File: src/rtl/adcth_pkg.sv
package adcth_pkg;

    typedef enum logic [1:0] {
        RNG_IN    = 2'd0,
        RNG_BELOW = 2'd1,
        RNG_ABOVE = 2'd2
    } rng_e;

    typedef enum logic [1:0] {
        XC_NONE = 2'd0,
        XC_DOWN = 2'd2,
        XC_UP   = 2'd3
    } xc_e;

    typedef enum logic [1:0] {
        HS_EMPTY = 2'd0,
        HS_BELOW = 2'd1,
        HS_ABOVE = 2'd2
    } hist_e;

    localparam int WORD_W    = 32;
    localparam int RES_LSB   = 4;
    localparam int RNG_LSB   = 16;
    localparam int XC_LSB    = 18;
    localparam int OVR_BIT   = 30;
    localparam int VALID_BIT = 31;

endpackage

File: src/rtl/adcth_window.sv
module adcth_window
    import adcth_pkg::*;
#(
    parameter int RES_W = 12
) (
    input  logic [RES_W-1:0] sample,
    input  logic [RES_W-1:0] lo,
    input  logic [RES_W-1:0] hi,
    output rng_e             rng,
    output logic             at_or_above_lo
);

    logic below_lo;
    logic above_hi;

    always_comb begin
        below_lo       = (sample < lo);
        above_hi       = (sample > hi);
        at_or_above_lo = !below_lo;
        if (below_lo) begin
            rng = RNG_BELOW;
        end else if (above_hi) begin
            rng = RNG_ABOVE;
        end else begin
            rng = RNG_IN;
        end
    end

endmodule

File: src/rtl/adcth_chan.sv
module adcth_chan
    import adcth_pkg::*;
#(
    parameter int RES_W = 12
) (
    input  logic             clk,
    input  logic             rst_n,
    input  logic             en,
    input  logic             wr,
    input  logic             rd_clr,
    input  logic [RES_W-1:0] sample,
    input  logic [RES_W-1:0] lo,
    input  logic [RES_W-1:0] hi,
    output logic [RES_W-1:0] result_q,
    output rng_e             rng_q,
    output xc_e              xc_q,
    output logic             valid_q,
    output logic             ovr_q
);

    hist_e hist_q;
    hist_e hist_d;
    rng_e  rng_now;
    xc_e   xc_now;
    logic  side_hi;
    logic  accept;

    assign accept = wr && en;

    adcth_window #(.RES_W(RES_W)) u_window (
        .sample         (sample),
        .lo             (lo),
        .hi             (hi),
        .rng            (rng_now),
        .at_or_above_lo (side_hi)
    );

    // history state register
    always_ff @(posedge clk or negedge rst_n) begin
        if (!rst_n) begin
            hist_q <= HS_EMPTY;
        end else begin
            hist_q <= hist_d;
        end
    end

    // next history state and crossing decision
    always_comb begin
        hist_d = hist_q;
        xc_now = XC_NONE;
        unique case (hist_q)
            HS_EMPTY: begin
                xc_now = XC_NONE;
            end
            HS_BELOW: begin
                xc_now = side_hi ? XC_UP : XC_NONE;
            end
            HS_ABOVE: begin
                xc_now = side_hi ? XC_NONE : XC_DOWN;
            end
            default: begin
                xc_now = XC_NONE;
            end
        endcase
        if (!en) begin
            hist_d = HS_EMPTY;
        end else if (wr) begin
            hist_d = side_hi ? HS_ABOVE : HS_BELOW;
        end
    end

    // output registers
    always_ff @(posedge clk or negedge rst_n) begin
        if (!rst_n) begin
            result_q <= '0;
            rng_q    <= RNG_IN;
            xc_q     <= XC_NONE;
            valid_q  <= 1'b0;
            ovr_q    <= 1'b0;
        end else if (accept) begin
            result_q <= sample;
            rng_q    <= rng_now;
            xc_q     <= xc_now;
            valid_q  <= 1'b1;
            ovr_q    <= !rd_clr && (ovr_q || valid_q);
        end else if (rd_clr) begin
            valid_q  <= 1'b0;
            ovr_q    <= 1'b0;
        end
    end

    AST_RNG_LEGAL: assert property (@(posedge clk) disable iff (!rst_n) rng_q != 2'd3);
    AST_XC_LEGAL: assert property (@(posedge clk) disable iff (!rst_n) xc_q != 2'd1);
    AST_FIRST_NO_CROSS: assert property (@(posedge clk) disable iff (!rst_n) (accept && hist_q == HS_EMPTY) |=> (xc_q == XC_NONE));
    AST_OVR_SET: assert property (@(posedge clk) disable iff (!rst_n) (accept && valid_q && !rd_clr) |=> ovr_q);
    AST_OVR_STICKY: assert property (@(posedge clk) disable iff (!rst_n) (ovr_q && !rd_clr) |=> ovr_q);
    AST_RD_CLEARS: assert property (@(posedge clk) disable iff (!rst_n) (rd_clr && !accept) |=> (!valid_q && !ovr_q));
    AST_DIS_HOLD: assert property (@(posedge clk) disable iff (!rst_n) !en |=> $stable(result_q));
    AST_DIS_EMPTY: assert property (@(posedge clk) disable iff (!rst_n) !en |=> (hist_q == HS_EMPTY));

endmodule

File: src/rtl/adcth_readport.sv
module adcth_readport
    import adcth_pkg::*;
#(
    parameter int NCH = 12,
    parameter int AW  = 4
) (
    input  logic                         clk,
    input  logic                         rst_n,
    input  logic                         rd_en,
    input  logic [AW-1:0]                rd_addr,
    input  logic [NCH-1:0][WORD_W-1:0]   words,
    input  logic [NCH-1:0]               flags,
    output logic [WORD_W-1:0]            rd_data
);

    logic [WORD_W-1:0] sel_word;
    logic              was_chan_q;

    always_comb begin
        sel_word = '0;
        for (int i = 0; i < NCH; i++) begin
            if (rd_addr == AW'(i)) begin
                sel_word = words[i];
            end
        end
        if (rd_addr == AW'(NCH)) begin
            sel_word = WORD_W'(flags);
        end
    end

    always_ff @(posedge clk or negedge rst_n) begin
        if (!rst_n) begin
            rd_data    <= '0;
            was_chan_q <= 1'b0;
        end else if (rd_en) begin
            rd_data    <= sel_word;
            was_chan_q <= (rd_addr < AW'(NCH));
        end
    end

    AST_RSVD_ZERO: assert property (@(posedge clk) disable iff (!rst_n) was_chan_q |-> (rd_data[3:0] == 4'd0 && rd_data[29:20] == 10'd0));

endmodule

File: src/rtl/adc_thresh_result.sv
module adc_thresh_result
    import adcth_pkg::*;
#(
    parameter int NCH   = 12,
    parameter int RES_W = 12,
    localparam int AW   = $clog2(NCH + 1)
) (
    input  logic              clk,
    input  logic              rst_n,
    input  logic              conv_done,
    input  logic [AW-1:0]     conv_chan,
    input  logic [RES_W-1:0]  conv_data,
    input  logic [NCH-1:0]    chan_en,
    input  logic [NCH-1:0]    thr_sel,
    input  logic [RES_W-1:0]  thr_lo_a,
    input  logic [RES_W-1:0]  thr_hi_a,
    input  logic [RES_W-1:0]  thr_lo_b,
    input  logic [RES_W-1:0]  thr_hi_b,
    input  logic              rd_en,
    input  logic [AW-1:0]     rd_addr,
    output logic [31:0]       rd_data,
    output logic [NCH-1:0]    ovr_flags
);

    logic [NCH-1:0][WORD_W-1:0] words;

    for (genvar c = 0; c < NCH; c++) begin : g_chan
        logic [RES_W-1:0] res_c;
        rng_e             rng_c;
        xc_e              xc_c;
        logic             val_c;
        logic             ovr_c;
        logic             wr_c;
        logic             clr_c;
        logic [RES_W-1:0] lo_c;
        logic [RES_W-1:0] hi_c;

        assign wr_c  = conv_done && (conv_chan == AW'(c));
        assign clr_c = rd_en && (rd_addr == AW'(c));
        assign lo_c  = thr_sel[c] ? thr_lo_b : thr_lo_a;
        assign hi_c  = thr_sel[c] ? thr_hi_b : thr_hi_a;

        adcth_chan #(.RES_W(RES_W)) u_chan (
            .clk      (clk),
            .rst_n    (rst_n),
            .en       (chan_en[c]),
            .wr       (wr_c),
            .rd_clr   (clr_c),
            .sample   (conv_data),
            .lo       (lo_c),
            .hi       (hi_c),
            .result_q (res_c),
            .rng_q    (rng_c),
            .xc_q     (xc_c),
            .valid_q  (val_c),
            .ovr_q    (ovr_c)
        );

        always_comb begin
            words[c]                    = '0;
            words[c][RES_LSB +: RES_W]  = res_c;
            words[c][RNG_LSB +: 2]      = rng_c;
            words[c][XC_LSB +: 2]       = xc_c;
            words[c][OVR_BIT]           = ovr_c;
            words[c][VALID_BIT]         = val_c;
        end

        assign ovr_flags[c] = ovr_c;
    end

    adcth_readport #(.NCH(NCH), .AW(AW)) u_rd (
        .clk     (clk),
        .rst_n   (rst_n),
        .rd_en   (rd_en),
        .rd_addr (rd_addr),
        .words   (words),
        .flags   (ovr_flags),
        .rd_data (rd_data)
    );

    AST_OOR_IGNORED: assert property (@(posedge clk) disable iff (!rst_n) (conv_done && conv_chan >= AW'(NCH) && !rd_en) |=> $stable(words));
    AST_WRITE_LANDS: assert property (@(posedge clk) disable iff (!rst_n) (conv_done && conv_chan < AW'(NCH) && chan_en[conv_chan]) |=> (words[$past(conv_chan)][VALID_BIT] && words[$past(conv_chan)][RES_LSB +: RES_W] == $past(conv_data)));

endmodule

File: config.mk
export PLATFORM = sky130hd
export DESIGN_NAME = adc_thresh_result
export DESIGN_NICKNAME = d
export VERILOG_FILES = /design/src/rtl/adcth_pkg.sv /design/src/rtl/adcth_window.sv /design/src/rtl/adcth_chan.sv /design/src/rtl/adcth_readport.sv /design/src/rtl/adc_thresh_result.sv
export SDC_FILE = /design/constraint.sdc
export NUM_CORES = 1
export LEC_CHECK = 0
export BUFFER_PORTS_ARGS = -buffer_cell sky130_fd_sc_hd__buf_2
export CAP_MARGIN = 20
export CORE_ASPECT_RATIO = 1.4
export CORE_MARGIN = 2
export CORE_UTILIZATION = 57
export CTS_CLUSTER_DIAMETER = 60
export CTS_CLUSTER_SIZE = 12
export DETAILED_ROUTE_END_ITERATION = 7
export PLACE_DENSITY = 0.87
export SYNTH_ARGS = -nofsm -noshare
export SYNTH_HDL_FRONTEND = slang
export SYNTH_SLANG_ARGS = --single-unit
File: constraint.sdc
create_clock -name clk -period 1.5 [get_ports clk]
set_clock_uncertainty 0.1 [all_clocks]
set_input_delay 0.45 -clock clk [delete_from_list [all_inputs] [get_ports clk]]
set_output_delay 0.45 -clock clk [all_outputs]
set_load 0.01 [all_outputs]
==> run_results.csv, run 1 <==
group,metric,value,unit
clock_tree,number_of_buffers_created_by_cts,25,
synthesis,syn-instance-count,2191,
clock_tree,clock_path_buffers,3,
synthesis,synthesis.yosys.warnings,0,
synthesis,post_synth_xor_area_fraction,0,%
grt,grt_max_degree,67,
synthesis,synth.yosys.seq_area_share,30.6,%
synthesis,synth_async_sr_flop_share,100,%
grt,grt_overflow,56,
clock_tree,clock_root_buffer,"sky130_fd_sc_hd__clkbuf_16",
placed_design,dp.final_hpwl,60300,microns
synthesis,ys_ff_latch,262,
timing,worst-endpoint-pin-kind,"sequential cell input",
placed_design,portBuffers,129,
synthesis,synth_ff_type,"sky130_fd_sc_hd__dfrtp_1",
synthesis,synth-adder-area-share,16.2,%
synthesis,mux_share_of_post_synthesis_cell_area,23.8,%
synthesis,mappedNetlistArea,0.0215,sq mm
clock_tree,numClockSinks,262,
synthesis,synth_edf_count,0,
synthesis,netlist-cell-type-count,74,
outcome,failing_step,"5_1_grt",
outcome,run_status,"did not finish",
floorplan,die_w,168,microns
synthesis,postSynthAreaPerCell,9.79,sq um
placed_design,dp_cells,3079,
floorplan,fp.dieH,234,microns
floorplan,row_count,84,
synthesis,synthesized_area_fraction_occupied_by_ao_oa_aoi_and_oai_cells,14.3,%
synthesis,synth_top_family_by_area,"multiplexers",
placed_design,place.gp.congestion,1.09,
floorplan,io_pins,140,
grt,grt_usage,66.1,%
floorplan,initial_core_util,57.5,%
clock_tree,cts.htree.levels,1,
timing,grt_repair_worst_endpoint,"g_chan[6].u_chan.xc_q[1]$_DFFE_PN0P_/D",
outcome,run.stop_error,"[ERROR GRT-0232] Routing congestion too high. Check the congestion heatmap in the GUI.",
synthesis,synth-simple-area-share,10.6,%
## synthesized netlist by cell type, types with 4 or more instances
cell	number	area share, %
sky130_fd_sc_hd__a2111oi_0	7	0.29
sky130_fd_sc_hd__a211o_1	11	0.45
sky130_fd_sc_hd__a211oi_1	14	0.49
sky130_fd_sc_hd__a21o_1	33	1.2
sky130_fd_sc_hd__a21oi_1	122	2.8
sky130_fd_sc_hd__a221oi_1	16	0.65
sky130_fd_sc_hd__a222oi_1	5	0.23
sky130_fd_sc_hd__a22o_1	5	0.20
sky130_fd_sc_hd__a22oi_1	7	0.24
sky130_fd_sc_hd__a31oi_1	25	0.73
sky130_fd_sc_hd__a41oi_1	4	0.16
sky130_fd_sc_hd__and3_1	7	0.20
sky130_fd_sc_hd__buf_1	25	0.44
sky130_fd_sc_hd__buf_2	30	0.70
sky130_fd_sc_hd__buf_4	30	1.0
sky130_fd_sc_hd__clkbuf_1	99	1.7
sky130_fd_sc_hd__dfrtp_1	262	31
sky130_fd_sc_hd__ha_1	278	16
sky130_fd_sc_hd__inv_1	32	0.56
sky130_fd_sc_hd__mux2_1	54	2.8
sky130_fd_sc_hd__mux2_2	100	5.2
sky130_fd_sc_hd__mux2i_1	305	14
sky130_fd_sc_hd__mux4_2	14	1.5
sky130_fd_sc_hd__nand2_1	204	3.6
sky130_fd_sc_hd__nand2b_1	13	0.38
sky130_fd_sc_hd__nand3_1	37	0.86
sky130_fd_sc_hd__nand3b_1	9	0.31
sky130_fd_sc_hd__nand4_1	32	0.93
sky130_fd_sc_hd__nor2_1	92	1.6
sky130_fd_sc_hd__nor2b_1	37	1.1
sky130_fd_sc_hd__nor3_1	20	0.47
sky130_fd_sc_hd__o211ai_1	23	0.80
sky130_fd_sc_hd__o21a_1	7	0.24
sky130_fd_sc_hd__o21ai_0	99	2.3
sky130_fd_sc_hd__o21ai_1	15	0.35
sky130_fd_sc_hd__o221ai_1	8	0.33
sky130_fd_sc_hd__o22ai_1	22	0.64
sky130_fd_sc_hd__o31ai_1	8	0.28
sky130_fd_sc_hd__o41ai_1	12	0.49
sky130_fd_sc_hd__or3_1	4	0.12
sky130_fd_sc_hd__or3b_1	4	0.16
sky130_fd_sc_hd__or4_1	5	0.17
## kinds of logic after synthesis
logic type | Yosys count
compound gates | 474
fa+ha+maj | 278
buf+inv | 218
flops | 262
mux | 473
other cells | 1
simple gates | 485
## routing by layer
metal / overflow / global-route usage [%]
met1: 2 / 63.2
met3: 2 / 44.1
met4: 35 / 72.3
met5: 0 / 18.5
met2: 17 / 88.2
## repair_timing
| item | CTS |
|---|---|
| buffers inserted | 85 |
| cloned | 9 |
| endpoints found under the hold margin | 89 |
| endpoints found under the setup margin | 178 |
| pin swaps | 146 |
| resized for setup | 431 |
| hold buffers | 1 |
## metrics by stage
step	setup TNS, ns	hold WS (ns)	cell area [sq um]	worst slack (ns)
after floorplan	-100.92	0.0544	22800	-1.22
after global placement	-159.95	0.221	26400	-1.26
after detailed placement	-170.37	0.227	26400	-1.34
after CTS	-40.01	0.103	29800	-0.652
==> inputs of run 2 (changes only) <==
Settings changed: CORE_ASPECT_RATIO 1.4 to unset, CORE_UTILIZATION 57 to 40, CTS_CLUSTER_DIAMETER 60 to unset, CTS_CLUSTER_SIZE 12 to unset, PLACE_DENSITY 0.87 to unset, PLACE_DENSITY_LB_ADDON set to 0.15.
Clock period 1.5 ns to 2 ns, I/O delays scaled along.
==> run 2 against run 1 <==
Effect of this change:
- the flow now finishes, with violations (negative setup slack)
- synthesized area stayed put
- synthesized cell count stayed put
==> run_results.csv, run 2 <==
group,metric,value,unit
synthesis,syn-instance-count,2191,
worst_setup_path,crit_top_cell,"sky130_fd_sc_hd__buf_12",
worst_setup_path,reg2reg_setup_slack,0.09,ns
final_layout,fin_area,0.0299,sq mm
synthesis,mappedNetlistArea,0.0215,sq mm
worst_setup_path,start_kind,"input port",
clock_tree,worst_skew_pair.late_latency,0.55,ns
final_layout,largest_register_ff_count,144,
timing,tightest_slew,0.613,ns
grt,grt_antenna_before_repair,3,
worst_setup_path,critical_path.max_fanout,4,
final_layout,register_bank_with_the_most_flops,"g_chan.u_chan.result_q",
grt,grt_overflow,0,
timing,max_slew_margin,59.2,%
synthesis,postSynthAreaPerCell,9.79,sq um
run,drv.max_cap_violation_count,0,
clock_tree,clock_root_buffer,"sky130_fd_sc_hd__clkbuf_16",
synthesis,synthesis.yosys.warnings,0,
hold_path,hold_end,"g_chan[7].u_chan.hist_q[1]$_DFFE_PN0P_",
synthesis,synth_async_sr_flop_share,100,%
routing,final_antenna_net_count,0,
clock_tree,cts.htree.levels,1,
grt,grt_max_degree,51,
routing,route.detailed.drc,0,
timing,setup_violations,71,
worst_setup_path,worstSetupEndpointType,"register",
final_layout,layout.nets,3078,
hold_path,holdPathStages,2,
grt,first_global_vias,20277,
timing,rsz0062_at_grt,"yes",
worst_setup_path,timing.reg2reg.worst_path_depth,7,
placed_design,dp.final_hpwl,61100,microns
worst_setup_path,worstReg2RegEnd,"u_rd.rd_data[10]$_DFFE_PN0P_",
outcome,failing_checks,"negative setup slack",
floorplan,initial_core_util,40.7,%
routing,drt_iter0_drc,1295,
outcome,run_status,"finished, violations left",
timing,finalHoldViolCount,0,
worst_setup_path,critical_path.max_stage_delay,0.54,ns
routing,routed_wire_length_per_instance,24.1,microns
hold_path,min_from,"chan_en[7]",
power_and_ir_drop,sequentialPowerShare,36.9,%
timing,period_share,118,%
floorplan,io_pins,140,
final_layout,final_common_cell,"sky130_fd_sc_hd__buf_4",
routing,avgViaCountPerCell,5.82,
timing,layout_setup_ws,-0.351,ns
synthesis,synth_largest_area_cell,"sky130_fd_sc_hd__dfrtp_1",
worst_setup_path,critical-path-top-delay-family,"simple AND/OR/NAND/NOR gates",
clock_tree,clock_path_buffers,3,
power_and_ir_drop,power.ir.vdd_worst,652,uV
floorplan,die_w,236,microns
synthesis,yosysMostFrequentCell,"sky130_fd_sc_hd__mux2i_1",
power_and_ir_drop,internal_power,0.0122,W
synthesis,ys_ff_latch,262,
power_and_ir_drop,power_density_normalized_to_cell_area,602,mW/mm^2
clock_tree,clkTransAtPathRegs,0.07,ns
placed_design,dpl_cell_area,0.0263,sq mm
synthesis,synth_edf_count,0,
power_and_ir_drop,clkPwrFrac,27.2,%
final_layout,layout_common_cells,"sky130_fd_sc_hd__buf_4, sky130_fd_sc_hd__mux2i_1, sky130_fd_sc_hd__dfrtp_1, sky130_fd_sc_hd__ha_1, sky130_fd_sc_hd__nand2_1",
power_and_ir_drop,power.share.switching,32.5,%
power_and_ir_drop,switching_power_of_the_nets,0.00587,W
worst_setup_path,buffers_and_inverters_on_the_worst_path,4,
worst_setup_path,cp.required,2.37,ns
worst_setup_path,cp_cell_sequence,"buf_12 > buf_8 > buf_6 > mux2i_1 > ha_2 > or4_4 > a21oi_4 > a31oi_4 > buf_12 > or3b_4 > a41oi_2",
power_and_ir_drop,total_power,0.0180,W
worst_setup_path,arrival,2.72,ns
synthesis,netlist-cell-type-count,74,
floorplan,design.die.area,0.0555,sq mm
clock_tree,tritoncts_clock_tree,"built",
power_and_ir_drop,reported_leakage_power,14.5,nW
synthesis,post_synth_main_area_contributors,"sky130_fd_sc_hd__dfrtp_1, sky130_fd_sc_hd__ha_1, sky130_fd_sc_hd__mux2i_1, sky130_fd_sc_hd__mux2_2, sky130_fd_sc_hd__nand2_1",
grt,wire_length_of_the_first_global_routing_pass,124000,microns
routing,drt_wl_total,82300,microns
floorplan,core_footprint,0.0528,sq mm
routing,num_vias,19848,
placed_design,place.gp.congestion,0.896,
worst_setup_path,critPathKind,"input port to register",
timing,max_freq,425,MHz
placed_design,portBuffers,129,
synthesis,synth_ff_type,"sky130_fd_sc_hd__dfrtp_1",
power_and_ir_drop,combPwrFrac,35.9,%
worst_setup_path,rr_startpoint,"g_chan[1].u_chan.result_q[6]$_DFFE_PN0P_",
routing,firstDrtPassIters,5,
final_layout,area_growth_syn_to_layout,39.6,%
synthesis,yosys-top-cells-count,"sky130_fd_sc_hd__mux2i_1, sky130_fd_sc_hd__ha_1, sky130_fd_sc_hd__dfrtp_1",
floorplan,fp.dieH,236,microns
synthesis,yosys.area.top_type_share,30.6,%
clock_tree,number_of_buffers_created_by_cts,27,
timing,slew_viol_final,0,
timing,finalSetupTns,-11.97,ns
floorplan,row_count,84,
grt,grt_usage,28.9,%
hold_path,timing.hold.worst.class,"input port to register",
synthesis,synth.yosys.seq_area_share,30.6,%
timing,layout_min_cycle_time,2.35,ns
clock_tree,numClockSinks,262,
final_layout,post_route_cells_drive_above_1_share,38.3,%
worst_setup_path,critPathSlowestCell,"sky130_fd_sc_hd__or4_4",
## run 2: metal layers
layer	vias to the layer above	global-route usage, %	part of all wire (%)
li1	9213	-	-
met2	616	47.7	46
met1	9861	38.7	44
met3	158	2.94	5.2
met4	0	11.7	4.6
met5	-	0	0
## run 2: kinds of logic (layout without fill, tap and decap cells)
logic type / Yosys count / after routing / share of synthesized area, %
fa+ha+maj: 278 / 278 / 16.2
simple gates: 485 / 485 / 10.6
flops: 262 / 262 / 30.6
other cells: 1 / 12 / 0.0175
compound gates: 474 / 474 / 14.3
mux: 473 / 473 / 23.8
buf+inv: 218 / 740 / 4.51
## run 2: power groups by stage
stage | logic (W) | registers (W) | clock network [W]
finish | 0.00648 | 0.00664 | 0.00490
floorplan | 0.00321 | 0.00653 | 0
detailed placement | 0.00544 | 0.00672 | 0
global route | 0.00699 | 0.00673 | 0.00519
CTS | 0.00611 | 0.00664 | 0.00498
global placement | 0.00528 | 0.00668 | 0
## run 2: final cells by class
type | count | area [sq um]
multi-input cells | 1720 | 15300
flip-flops and latches | 262 | 6560
repair buffers | 659 | 6230
diodes | 2 | 5.00
inverters | 34 | 128
clock inverters | 6 | 55.1
well taps | 688 | 861
fillers | 4576 | 22800
clock buffers | 41 | 778
## run 2: worst max-delay path by stage
stage	from	to	slack (ns)	cells past startpoint
after floorplan	thr_sel[4]	g_chan[4].u_chan.hist_q[1]$_DFFE_PN0P_	-0.87	10
after global placement	conv_data[4]	g_chan[0].u_chan.rng_q[1]$_DFFE_PN0P_	-1.31	11
after detailed placement	conv_data[4]	g_chan[0].u_chan.rng_q[1]$_DFFE_PN0P_	-1.41	11
after CTS	thr_sel[11]	g_chan[11].u_chan.rng_q[1]$_DFFE_PN0P_	-0.39	10
after global routing	thr_sel[11]	g_chan[11].u_chan.xc_q[1]$_DFFE_PN0P_	-0.40	13
final	thr_sel[9]	g_chan[9].u_chan.xc_q[1]$_DFFE_PN0P_	-0.35	11
## run 2: timing repair
action | 4_1_cts | 5_1_grt
gates cloned | 8 | 1
hold buffers | 1 | 0
pin swaps | 125 | 75
resized for setup | 306 | 136
endpoints found under the setup margin | 75 | 80
endpoints found under the hold margin | 29 | 0
buffers inserted | 58 | 37
## run 2: per-stage QoR
stage	std cells	hold slack (ns)	setup slack (ns)	util, %
finish	3412	0.215	-0.351	56.7
global route	3412	0.219	-0.404	56.7
detailed placement	3271	0.362	-1.41	49.8
global placement	3271	0.354	-1.31	49.8
CTS	3379	0.203	-0.394	55.1
floorplan	2200	0.204	-0.869	-
(Power assumes the default switching activity.)
